<file path="config.mk">
export PLATFORM = sky130hd
export DESIGN_NAME = pm_gate_top
export DESIGN_NICKNAME = d
export VERILOG_FILES = /design/src/rtl/pm_pkg.sv /design/src/rtl/pm_settle.sv /design/src/rtl/pm_clkdiv.sv /design/src/rtl/pm_mode_fsm.sv /design/src/rtl/pm_gate_top.sv
export SDC_FILE = /design/constraint.sdc
export NUM_CORES = 1
export LEC_CHECK = 0
export ABC_AREA = 1
export BUFFER_PORTS_ARGS = -buffer_cell sky130_fd_sc_hd__buf_2
export CAP_MARGIN = 30
export CORE_AREA = 2 2 60 62
export CTS_CLUSTER_DIAMETER = 100
export DETAILED_ROUTE_END_ITERATION = 10
export DIE_AREA = 0 0 62 64
export PLACE_DENSITY = 0.76
export SLEW_MARGIN = 20
export SYNTH_ARGS = -nofsm -noshare
export SYNTH_HDL_FRONTEND = slang
export SYNTH_SLANG_ARGS = --single-unit
</file>
<file path="constraint.sdc">
create_clock -name clk -period 2.1 [get_ports clk]
set_input_delay 0.42 -clock clk [delete_from_list [all_inputs] [get_ports clk]]
set_output_delay 0.42 -clock clk [all_outputs]
set_load 0.03 [all_outputs]
</file>
<file path="src/rtl/pm_pkg.sv">
package pm_pkg;

    localparam int MODE_W = 3;

    typedef enum logic [2:0] {
        ST_ACTIVE,
        ST_PAUSE,
        ST_NAP,
        ST_SLEEP,
        ST_STOP,
        ST_SETTLE
    } pm_state_e;

    typedef struct packed {
        logic core;
        logic periph;
        logic pll;
        logic osc;
        logic xirq;
    } pm_dom_t;

    // Mode code to target state; valid is low for reserved codes.
    function automatic logic code_to_state(input logic [MODE_W-1:0] code,
                                           output pm_state_e st);
        logic ok;
        ok = 1'b1;
        st = ST_ACTIVE;
        unique case (code)
            3'd0: st = ST_ACTIVE;
            3'd1: st = ST_PAUSE;
            3'd2: st = ST_NAP;
            3'd3: st = ST_SLEEP;
            3'd4: st = ST_STOP;
            default: ok = 1'b0;
        endcase
        return ok;
    endfunction

    function automatic pm_dom_t dom_of(input pm_state_e st);
        pm_dom_t d;
        d = '0;
        unique case (st)
            ST_ACTIVE: d = '{core: 1'b1, periph: 1'b1, pll: 1'b1, osc: 1'b1, xirq: 1'b1};
            ST_PAUSE:  d = '{core: 1'b0, periph: 1'b1, pll: 1'b1, osc: 1'b1, xirq: 1'b1};
            ST_SETTLE: d = '{core: 1'b0, periph: 1'b1, pll: 1'b1, osc: 1'b1, xirq: 1'b1};
            ST_NAP:    d = '{core: 1'b0, periph: 1'b0, pll: 1'b1, osc: 1'b1, xirq: 1'b1};
            ST_SLEEP:  d = '{core: 1'b0, periph: 1'b0, pll: 1'b0, osc: 1'b1, xirq: 1'b1};
            ST_STOP:   d = '{core: 1'b0, periph: 1'b0, pll: 1'b0, osc: 1'b0, xirq: 1'b1};
            default:   d = '0;
        endcase
        return d;
    endfunction

endpackage

</file>
<file path="src/rtl/pm_settle.sv">
module pm_settle #(
    parameter int SETTLE_W = 8
) (
    input  logic                clk,
    input  logic                rst_n,
    input  logic                load,
    input  logic                run,
    input  logic [SETTLE_W-1:0] len,
    output logic                done
);

    logic [SETTLE_W-1:0] cnt_q;

    always_ff @(posedge clk) begin
        if (!rst_n) begin
            cnt_q <= '0;
        end else if (load) begin
            cnt_q <= len;
        end else if (run && (cnt_q != '0)) begin
            cnt_q <= cnt_q - 1'b1;
        end
    end

    assign done = run && (cnt_q == '0);

endmodule

</file>
<file path="src/rtl/pm_clkdiv.sv">
module pm_clkdiv #(
    parameter int DIV_W = 3
) (
    input  logic             clk,
    input  logic             rst_n,
    input  logic             en,
    input  logic             restart,
    input  logic [DIV_W-1:0] cd,
    output logic             tick
);

    localparam int CNT_W = (1 << DIV_W) - 1;

    logic [CNT_W-1:0] cnt_q;
    logic [CNT_W-1:0] limit;

    // 2^cd - 1; for the largest cd the shift wraps to zero and gives all ones.
    assign limit = (CNT_W'(1) << cd) - CNT_W'(1);

    always_ff @(posedge clk) begin
        if (!rst_n) begin
            cnt_q <= '0;
        end else if (!en || restart) begin
            cnt_q <= '0;
        end else if (cnt_q == limit) begin
            cnt_q <= '0;
        end else begin
            cnt_q <= cnt_q + 1'b1;
        end
    end

    assign tick = en && (cnt_q == limit);

endmodule

</file>
<file path="src/rtl/pm_mode_fsm.sv">
module pm_mode_fsm
    import pm_pkg::*;
#(
    parameter int CFG_W     = 8,
    parameter int DIV_W     = 3,
    parameter int MODE_LSB  = 4,
    parameter int N_IRQ     = 4,
    parameter int RESET_DIV = 3
) (
    input  logic             clk,
    input  logic             rst_n,
    input  logic             cfg_wr,
    input  logic [CFG_W-1:0] cfg_data,
    input  logic [N_IRQ-1:0] wake_irq,
    input  logic             wake_tmr,
    input  logic             settle_done,
    output logic             settle_load,
    output logic             settle_run,
    output logic [DIV_W-1:0] div_q,
    output pm_dom_t          dom
);

    logic [MODE_W-1:0] mode_fld;
    logic [DIV_W-1:0]  div_fld;
    logic              cfg_unused;
    pm_state_e         st_q, st_d, tgt;
    logic              tgt_ok;
    logic              any_irq;

    assign mode_fld   = cfg_data[MODE_LSB +: MODE_W];
    assign div_fld    = cfg_data[DIV_W-1:0];
    assign cfg_unused = ^{cfg_data[CFG_W-1], cfg_data[MODE_LSB-1:DIV_W]};
    assign any_irq    = |wake_irq;

    always_comb begin
        tgt_ok = code_to_state(mode_fld, tgt);
    end

    // State register
    always_ff @(posedge clk) begin
        if (!rst_n) begin
            st_q  <= ST_ACTIVE;
            div_q <= DIV_W'(RESET_DIV);
        end else begin
            st_q <= st_d;
            if (cfg_wr) begin
                div_q <= div_fld;
            end
        end
    end

    // Next state
    always_comb begin
        st_d = st_q;
        if (cfg_wr && tgt_ok) begin
            if (tgt == ST_ACTIVE) begin
                st_d = (st_q == ST_ACTIVE) ? ST_ACTIVE : ST_SETTLE;
            end else begin
                st_d = tgt;
            end
        end else begin
            unique case (st_q)
                ST_ACTIVE: st_d = ST_ACTIVE;
                ST_PAUSE, ST_NAP, ST_SLEEP: begin
                    if (any_irq || wake_tmr) st_d = ST_SETTLE;
                end
                ST_STOP: begin
                    if (any_irq) st_d = ST_SETTLE;
                end
                ST_SETTLE: begin
                    if (settle_done) st_d = ST_ACTIVE;
                end
                default: st_d = ST_ACTIVE;
            endcase
        end
    end

    // Outputs
    always_comb begin
        dom         = dom_of(st_q);
        settle_run  = (st_q == ST_SETTLE);
        settle_load = (st_d == ST_SETTLE) && (st_q != ST_SETTLE);
    end

endmodule

</file>
<file path="src/rtl/pm_gate_top.sv">
module pm_gate_top
    import pm_pkg::*;
#(
    parameter int CFG_W     = 8,
    parameter int DIV_W     = 3,
    parameter int MODE_LSB  = 4,
    parameter int N_IRQ     = 4,
    parameter int SETTLE_W  = 8,
    parameter int RESET_DIV = 3
) (
    input  logic                clk,
    input  logic                rst_n,
    input  logic                cfg_wr,
    input  logic [CFG_W-1:0]    cfg_data,
    input  logic [N_IRQ-1:0]    wake_irq,
    input  logic                wake_tmr,
    input  logic [SETTLE_W-1:0] settle_len,
    output logic                en_core,
    output logic                en_periph,
    output logic                en_pll,
    output logic                en_osc,
    output logic                en_xirq,
    output logic                core_tick
);

    pm_dom_t          dom;
    logic             s_load, s_run, s_done;
    logic [DIV_W-1:0] div_q;

    pm_mode_fsm #(
        .CFG_W(CFG_W), .DIV_W(DIV_W), .MODE_LSB(MODE_LSB),
        .N_IRQ(N_IRQ), .RESET_DIV(RESET_DIV)
    ) u_fsm (
        .clk(clk), .rst_n(rst_n), .cfg_wr(cfg_wr), .cfg_data(cfg_data),
        .wake_irq(wake_irq), .wake_tmr(wake_tmr), .settle_done(s_done),
        .settle_load(s_load), .settle_run(s_run), .div_q(div_q), .dom(dom)
    );

    pm_settle #(.SETTLE_W(SETTLE_W)) u_settle (
        .clk(clk), .rst_n(rst_n), .load(s_load), .run(s_run),
        .len(settle_len), .done(s_done)
    );

    pm_clkdiv #(.DIV_W(DIV_W)) u_div (
        .clk(clk), .rst_n(rst_n), .en(dom.core), .restart(cfg_wr),
        .cd(div_q), .tick(core_tick)
    );

    assign en_core   = dom.core;
    assign en_periph = dom.periph;
    assign en_pll    = dom.pll;
    assign en_osc    = dom.osc;
    assign en_xirq   = dom.xirq;

endmodule

</file>
After elaboration in Yosys (flattened, before gate mapping) --
Index checks and enable logic that the tools add are counted.
Storage, ports and cells: flip-flop bits (word level) 21, input bits 24, output and inout port bits 6, logic and storage cells 52
Cells by class: add/subtract/negate cells 3, eq/ne operators 12, shifts and indexed selects 1, multiplexer cells 12, bitwise gates (word level) 1, reductions and logical operators 19
Operator list (number):
- case mux 5 bit (5 select lines) | 1
- two-way mux 3 bit | 6
- two-way mux 8 bit | 2
- == test 3 x 2 -> 1 bit, second input constant | 4
- == test 3 bit, second input constant | 4
- case mux 3 bit (4 select lines) | 1
- zero test 3 bit | 3
- case mux 3 bit (3 select lines) | 1
- zero test 8 bit | 1
- nonzero test 8 bit | 1
- subtractor 8 x 1 -> 8 bit, second input constant | 1
- adder 7 x 1 -> 7 bit, second input constant | 1
- == test 7 bit | 1
- << shifter 1 x 3 -> 7 bit, first input constant | 1
- subtractor 7 x 2 -> 7 bit, second input constant | 1
- == test 3 x 1 -> 1 bit, second input constant | 2
- OR reduction 3 bit | 2
- logical AND 1 bit | 5
- OR reduction 5 bit | 1
- OR reduction 4 bit | 1
- inequality test 3 bit, second input constant | 1
- logical OR 1 bit | 2
- nonzero test 2 bit | 1
- OR reduction 2 bit | 1
- 3 further kinds | 3

Depth between registers and ports, before layout --
Gate-level depths: netlist (run 1).
word-level depth 8, mapped depth 12, gate-level depth less buffers 12

Hierarchy --
A second synthesis (run 1) with hierarchy kept.
Second synthesis, totals: cell total of the unflattened synthesis 251, area total of the unflattened synthesis 1537.7 µm²
By module, submodules not included:
- pm_settle | times used 1, cells an instance 101, area an instance 601.8 µm², sequential area each 160.2 µm²
- pm_clkdiv | times used 1, cells an instance 73, area an instance 483.0 µm², sequential area each 140.1 µm²
- pm_mode_fsm | times used 1, cells an instance 77, area an instance 452.9 µm², sequential area each 120.1 µm²

Worst setup path before layout (run 1) --
Ideal clock, no wire load.
path type flip-flop to output port, start register u_fsm.st_q[2], end output port core_tick, arrival 1.477 ns, data required time 1.680 ns, path slack 0.203 ns, stages on the path, launching flop included 5, buffers on the path 1, cell sequence dfxtp_1 -> buf_4 -> nor3_2 -> inv_2 -> nor2_1
On the way: word-level cells in the longest chain between the ends 4, elaborated cells on any way between the ends 9, classes of those cells eq/ne: 5; mux: 1; reduce/logical: 3
Ends and longest elaborated chain:
- from (decl) | line pm_mode_fsm.sv:26 | pm_state_e st_q, st_d, tgt;
- from (signal assigned) | line pm_mode_fsm.sv:45 | st_q <= st_d;
- == test 3 x 1 -> 1 bit or == test 3 bit (tied branches) | line pm_pkg.sv:42 | unique case (st)
- OR reduction 2 bit (no line)
- case mux 5 bit (5 select lines) (*) | line pm_pkg.sv:42
- via en_core | line pm_gate_top.sv:18 | output logic en_core,
- logical AND 1 bit (*) | line pm_clkdiv.sv:32 | assign tick = en && (cnt_q == limit);
- to (decl) | line pm_gate_top.sv:23 | output logic core_tick
Mark *: on every way through the listed nets, which the timed path passes. The rest lies on a longest branch.

Final worst setup path (run 1) --
start register u_div.cnt_q[0], end output port core_tick
On the way: word-level cells in the longest chain between the ends 2
Ends and longest elaborated chain:
- from (decl) | line pm_clkdiv.sv:14 | logic [CNT_W-1:0] cnt_q;
- from (signal assigned) | line pm_clkdiv.sv:28 | cnt_q <= cnt_q + 1'b1;
- == test 7 bit | line pm_clkdiv.sv:32
- logical AND 1 bit | line pm_clkdiv.sv:32
Every way passes these cells.

==> run_results.csv, run 1 <==
group,metric,value,unit
run_status,status,"completed",
routing,dr.pass1.iters,4,
floorplan,chipWidth,62,um
routing,vias_per_cell,4.90,
clocking,cts_tree,"done",
floorplan,core-area,0.00328,mm2
clocking,ctsLongestPathBuffers,2,
routing,wirelength,2990,um
synth,synth_compound_area_share,15.3,%
synth,synth_top_family_by_area,"simple AND/OR/NAND/NOR gates",
synth,synth-simple-area-share,35.8,%
grt,overflow,0,
clocking,clock_sinks,21,
placement,port_buffers,27,
grt,antenna_found_initial,0,
setup_path,crit_required,1680,ps
synth,synth_xor_area_share,6.21,%
power,power_leakage,0.739,nW
setup_path,slowest_delay,390,ps
synth,synth.area.top_cells,"dfxtp_1 30%, nand2_1 11%, inv_1 7.7%, nor2_1 6.9%, a21oi_1 5.7%",
synth,ys_ff_latch,21,
power,powerDensity,618,mW/mm2
clocking,cts_root_buf,"clkbuf_4",
synth,syn-num-nets,237,
routing,drc,0,
floorplan,dieArea,0.00397,mm2
setup_path,path_class,"reg2out",
sta,setup_violations,0,
grt,grt_start_max_net_pins,16,
sta,rsz0062_at_grt,"true",
synth,synth.mux.area_fraction,0,%
layout,syn_to_final_growth,16.8,%
setup_path,cpMaxStageDelayCell,"dfxtp_4",
setup_path,setup.worst_path.end_class,"primary output",
sta,timing.max_slew.rel_slack,74.3,%
sta,skew,10.9,ps
layout,drive_above_1_share,23.8,%
routing,drtIter0Drc,110,
synth,syn_area_per_cell,6.72,um2
routing,antenna_left,0,
sta,fmax,491,MHz
placement,hpwl,2230,um
clocking,htree_levels,1,
synth,synthArstFlopShare,0,%
clocking,ctsHoldBuffers,0,
routing,vias,1397,
layout,final_common_cell,"nand2_1",
setup_path,cp_max_fo,5,
layout,diodes,0,
sta,post-route-min-period,2040,ps
setup_path,crit_arrival,1620,ps
synth,synth_edf_count,0,
synth,synth_top_area_share,29.8,%
sta,final_max_slew_viol_count,0,
synth,ys_types,33,
power,p_total,1.02,mW
layout,final_core_util,50.2,%
synth,synth_fa_ha_area_share,2.66,%
synth,yosys.area.top_type,"dfxtp_1",
layout,fin_area,0.00165,mm2
floorplan,floorplan.initialDensity,43.0,%
flow_run,cap_viol_max_count,0,
synth,yosys_warnings,0,
placement,place_area,0.00158,mm2
clocking,cts-buffers-inserted,3,
clocking,clk_pin_slew,110,ps
synth,synth-main-ff-cell,"dfxtp_1",
sta,tightest_slew,386,ps
layout,final_nets,267,
setup_path,path_cells,"inv_2, nor4_2, o221ai_1, nand2_1, nand3_2, nor2_1, buf_4",
floorplan,io_pins,30,
floorplan,row_count,21,
grt,grt_pass1_vias,1214,
routing,wl_per_cell,10.5,um
sta,final-hold-violation-count,0,
clocking,clk_latency,310,ps
grt,grt_use_total,16.0,%
sta,post-route-period-util,96.9,%
power,irDropWorstVdd,315,uV
floorplan,chipHeight,64,um
placement,place_congestion,0.873,
grt,grt_pass1_wl,4960,um
synth,synthCells,210,
setup_path,start_kind,"flop",
synth,syn_area,0.00141,mm2
synth,synth-seq-area-share,29.8,%
worst_hold_path,hold_path.class,"in2reg",
layout,layout_common_cells,"41 x nand2_1, 27 x inv_1, 26 x nor2_1, 26 x buf_2",
-- metal layers --
metal	global-route usage, %	part of all wire (%)	vias to the layer above
met5	0	0	-
met4	3.99	0.64	0
met3	3.04	3.4	2
met2	25.8	48	29
met1	21.4	48	625
li1	-	-	741
-- path summary, 6_finish.rpt --
path,slack (ps),to,start,cells past startpoint
worst max-delay path,60,core_tick,u_div.cnt_q[0],7
worst min-delay path,330,u_fsm.div_q[0],cfg_data[0],3
worst max register to register,220,u_settle.cnt_q[7],u_settle.cnt_q[0],12
worst min register to register,460,u_div.cnt_q[0],u_div.cnt_q[0],1
-- report_power, final --
part | internal (mW) | leakage (nW) | switching (mW)
clock network | 0.0742 | 0.0150 | 0.129
registers | 0.426 | 0.173 | 0.0327
logic | 0.136 | 0.551 | 0.222
total | 0.636 | 0.739 | 0.383
-- per-stage QoR --
step	hold WS [ps]	TNS [ps]	cells	worst slack, ps
finish	329	0	285	65.0
global route	320	-90.8	285	-90.8
CTS	321	0	284	26.8
detailed placement	481	0	280	236
global placement	466	0	280	237
floorplan	438	0	210	203
-- synthesized netlist by cell type, drive strengths merged (3+ instances only) --
library cell	n
nand2	44
inv	31
nor2	29
dfxtp	21
nand3	17
a21oi	16
o21ai	13
nand4	7
nor3	6
xor2	6
xnor2	4
buf	3
ha	3
-- logic make-up (layout without fill, tap and decap cells) --
kind of cell | Yosys count | count (layout)
simple gates | 106 | 106
fa+ha+maj | 3 | 3
xor+xnor | 10 | 10
buf+inv | 35 | 64
flops | 21 | 21
compound gates | 35 | 35
-- worst max-delay path: cells and delay by family, from the launching register on --
| kind | cells | cell delay (ps) |
|---|---|---|
| buf+inv | 2 | 210 |
| simple gates | 4 | 560 |
| compound gates | 1 | 150 |
| flops | 1 | 390 |
-- cell type report --
cell class,count,area (um2)
tap,46,57.6
fill,340,1640
multi-input combinational,154,865
clock buffer,4,26.3
timing repair buffer,29,153
sequential,21,432
inverter,31,116
-- registers in the layout, summed over array words and instances (netlist names) --
| name | cells |
|---|---|
| u_div.cnt_q | 7 |
| u_fsm.st_q | 3 |
| u_settle.cnt_q | 8 |
| u_fsm.div_q | 3 |
-- what timing repair did --
item | 4_1_cts | 5_1_grt
pin swaps | 0 | 3
buffers inserted | 0 | 1
setup endpoints to repair | 1 | 1
resized for setup | 1 | 13
Power figures use the tool's default switching activity.
==> run 2, diff against run 1 <==
--- a/config.mk
+++ b/config.mk
@@ -9,6 +9,7 @@
 export BUFFER_PORTS_ARGS = -buffer_cell sky130_fd_sc_hd__buf_2
 export CAP_MARGIN = 30
 export CORE_AREA = 2 2 60 62
+export CTS_BUF_LIST = sky130_fd_sc_hd__clkbuf_8
 export CTS_CLUSTER_DIAMETER = 100
 export DETAILED_ROUTE_END_ITERATION = 10
 export DIE_AREA = 0 0 62 64
==> run 2 against run 1 <==
Critical endpoint unchanged. Combinational power shrank 1%. Via count fell by 1.4%. Core utilization stayed put. Sequential share of layout area decreased by 0.38 points. First-iteration DRC count fell by 15%. Sequential cell count unchanged. Routed wire length shrank 1.2%. Total power rose by 5.7%. Setup slack gained 50 ps. Largest power group unchanged. Maximum frequency up 2.5%. Non-clock buffer count decreased by 1.
==> run_results.csv, run 2 (synthesis gave the netlist of run 1 again) <==
group,metric,value,unit
run_status,status,"completed",
layout,drive_above_1_share,21.0,%
sta,fmax,504,MHz
grt,use_met1,21.2,%
sta,timing.hold.ws,380,ps
setup_path,slowest_delay,340,ps
worst_hold_path,min_to,"u_fsm.div_q[0]",
sta,final_max_slew_viol_count,0,
routing,drtIter0Drc,94,
grt,overflow,0,
layout,largest_reg_flops,8,
clocking,cts_tree,"done",
routing,vias,1377,
clocking,htree_levels,1,
worst_hold_path,hold_path.class,"in2reg",
clocking,cts_root_buf,"clkbuf_8",
clocking,ctsLongestPathBuffers,2,
placement,place_congestion,0.873,
sta,post-route-period-util,94.5,%
grt,grt_use_total,16.1,%
sta,final-hold-violation-count,0,
grt,busiest_layer,"met2",
floorplan,io_pins,30,
layout,final_common_cell,"nand2_1",
floorplan,chipWidth,62,um
worst_hold_path,hp-start,"cfg_data[0]",
setup_path,start_kind,"flop",
layout,layout_common_cells,"41 x nand2_1, 30 x inv_1, 26 x nor2_1, 26 x buf_2, 19 x dfxtp_1",
clocking,clk_pin_slew,80,ps
setup_path,r2r_start,"u_settle.cnt_q[0]",
placement,hpwl,2230,um
setup_path,cpMaxStageDelayCell,"dfxtp_1",
sta,post-route-min-period,1990,ps
power,power_leakage,0.746,nW
grt,met2_usage,26.0,%
power,irDropWorstVdd,341,uV
setup_path,rrSetupSlack,240,ps
grt,grt_pass1_wl,4970,um
floorplan,floorplan.initialDensity,43.0,%
setup_path,crit_family,"simple AND/OR/NAND/NOR gates",
grt,grt_pass1_vias,1215,
layout,diodes,0,
layout,syn_to_final_growth,16.8,%
layout,largest_registers,"u_settle.cnt_q (8), u_div.cnt_q (7)",
setup_path,cp_max_fo,5,
routing,vias_per_cell,4.85,
layout,final_nets,266,
floorplan,dieArea,0.00397,mm2
grt,antenna_found_initial,0,
setup_path,reg2reg_to,"u_settle.cnt_q[7]",
routing,drc,0,
setup_path,setup.worst_path.end_class,"primary output",
setup_path,crit_required,1680,ps
sta,tightest_slew,372,ps
sta,skew,6.19,ps
routing,dr.pass1.iters,4,
floorplan,core-area,0.00328,mm2
floorplan,row_count,21,
setup_path,crit_arrival,1570,ps
clocking,clk_latency,260,ps
clocking,cts_setup_buffers,0,
clocking,ctsHoldBuffers,0,
floorplan,chipHeight,64,um
routing,wirelength,2950,um
worst_hold_path,hold-path-cell-count,3,
flow_run,cap_viol_max_count,0,
grt,use_met3,3.04,%
power,p_total,1.08,mW
setup_path,r2r_cells,12,
layout,top_register,"u_settle.cnt_q",
power,powerDensity,653,mW/mm2
setup_path,path_cells,"inv_1, nor4_2, o221ai_1, nand2_1, nand3_1, nor2_1, clkbuf_4",
setup_path,path_class,"reg2out",
sta,setup_violations,0,
sta,timing.max_slew.rel_slack,75.2,%
setup_path,cp_num_buf_inv,2,
routing,antenna_left,0,
grt,grt_start_max_net_pins,16,
placement,port_buffers,27,
routing,wl_per_cell,10.4,um
clocking,clock_sinks,21,
clocking,cts-buffers-inserted,3,
==> run 2: power breakdown <==
part / internal (mW) / total, mW / switching [mW] / leakage, nW
Clock: 0.130 / 0.265 / 0.135 / 0.0269
Combinational: 0.133 / 0.354 / 0.221 / 0.547
Sequential: 0.426 / 0.458 / 0.0324 / 0.172
Total: 0.690 / 1.08 / 0.388 / 0.746
==> run 2: repair_timing <==
item,CTS,global route
hold endpoints to repair,0,0
gates resized for setup,0,6
endpoints found under the setup margin,0,1
==> run 2: area by class of cell <==
cell class                 count  area, um2
inverter                      31        116
multi-input combinational    154        860
tap                           46       57.6
fill                         337       1640
timing repair buffer          28        145
sequential                    21        425
clock inverter                 1       3.75
clock buffer                   3       41.3
==> run 2: worst max-delay path by stage <==
stage | cells past startpoint | slack (ps) | to | start
after floorplan | 4 | 200 | core_tick | u_fsm.st_q[2]
after global placement | 11 | 240 | u_settle.cnt_q[7] | cfg_data[5]
after detailed placement | 11 | 240 | u_settle.cnt_q[7] | cfg_data[5]
after CTS | 7 | 30 | core_tick | u_div.cnt_q[2]
after global routing | 7 | -30 | core_tick | u_fsm.div_q[2]
final | 7 | 110 | core_tick | u_fsm.div_q[2]
==> run 2: worst register-to-register path: stages (launching register included) <==
cell	delay, ps
dfxtp_1	330
inv_1	120
ha_1	160
nand2_1	60
o21ai_2	310
nand3_1	110
nand2_1	140
nand2_4	110
nand3_4	190
nand2_1	70
nor2_1	90
nor2_1	50
nor2_1	70
==> run 2: stage by stage <==
step / cells / worst slack (ps) / TNS [ps] / instance area, um2 / utilization (%)
finish: 284 / 115 / 0 / 1650 / 50.2
detailed placement: 280 / 236 / 0 / 1580 / 48.2
global placement: 280 / 237 / 0 / 1580 / 48.2
CTS: 284 / 27.9 / 0 / 1630 / 49.6
global route: 284 / -34.9 / -34.9 / 1650 / 50.2
floorplan: 210 / 203 / 0 / 1410 / -
==> run 2: per-layer routing <==
layer	vias up	wire length [um]
met4	0	18
li1	740	-
met5	-	0
met1	610	1470
met3	2	93
met2	25	1370
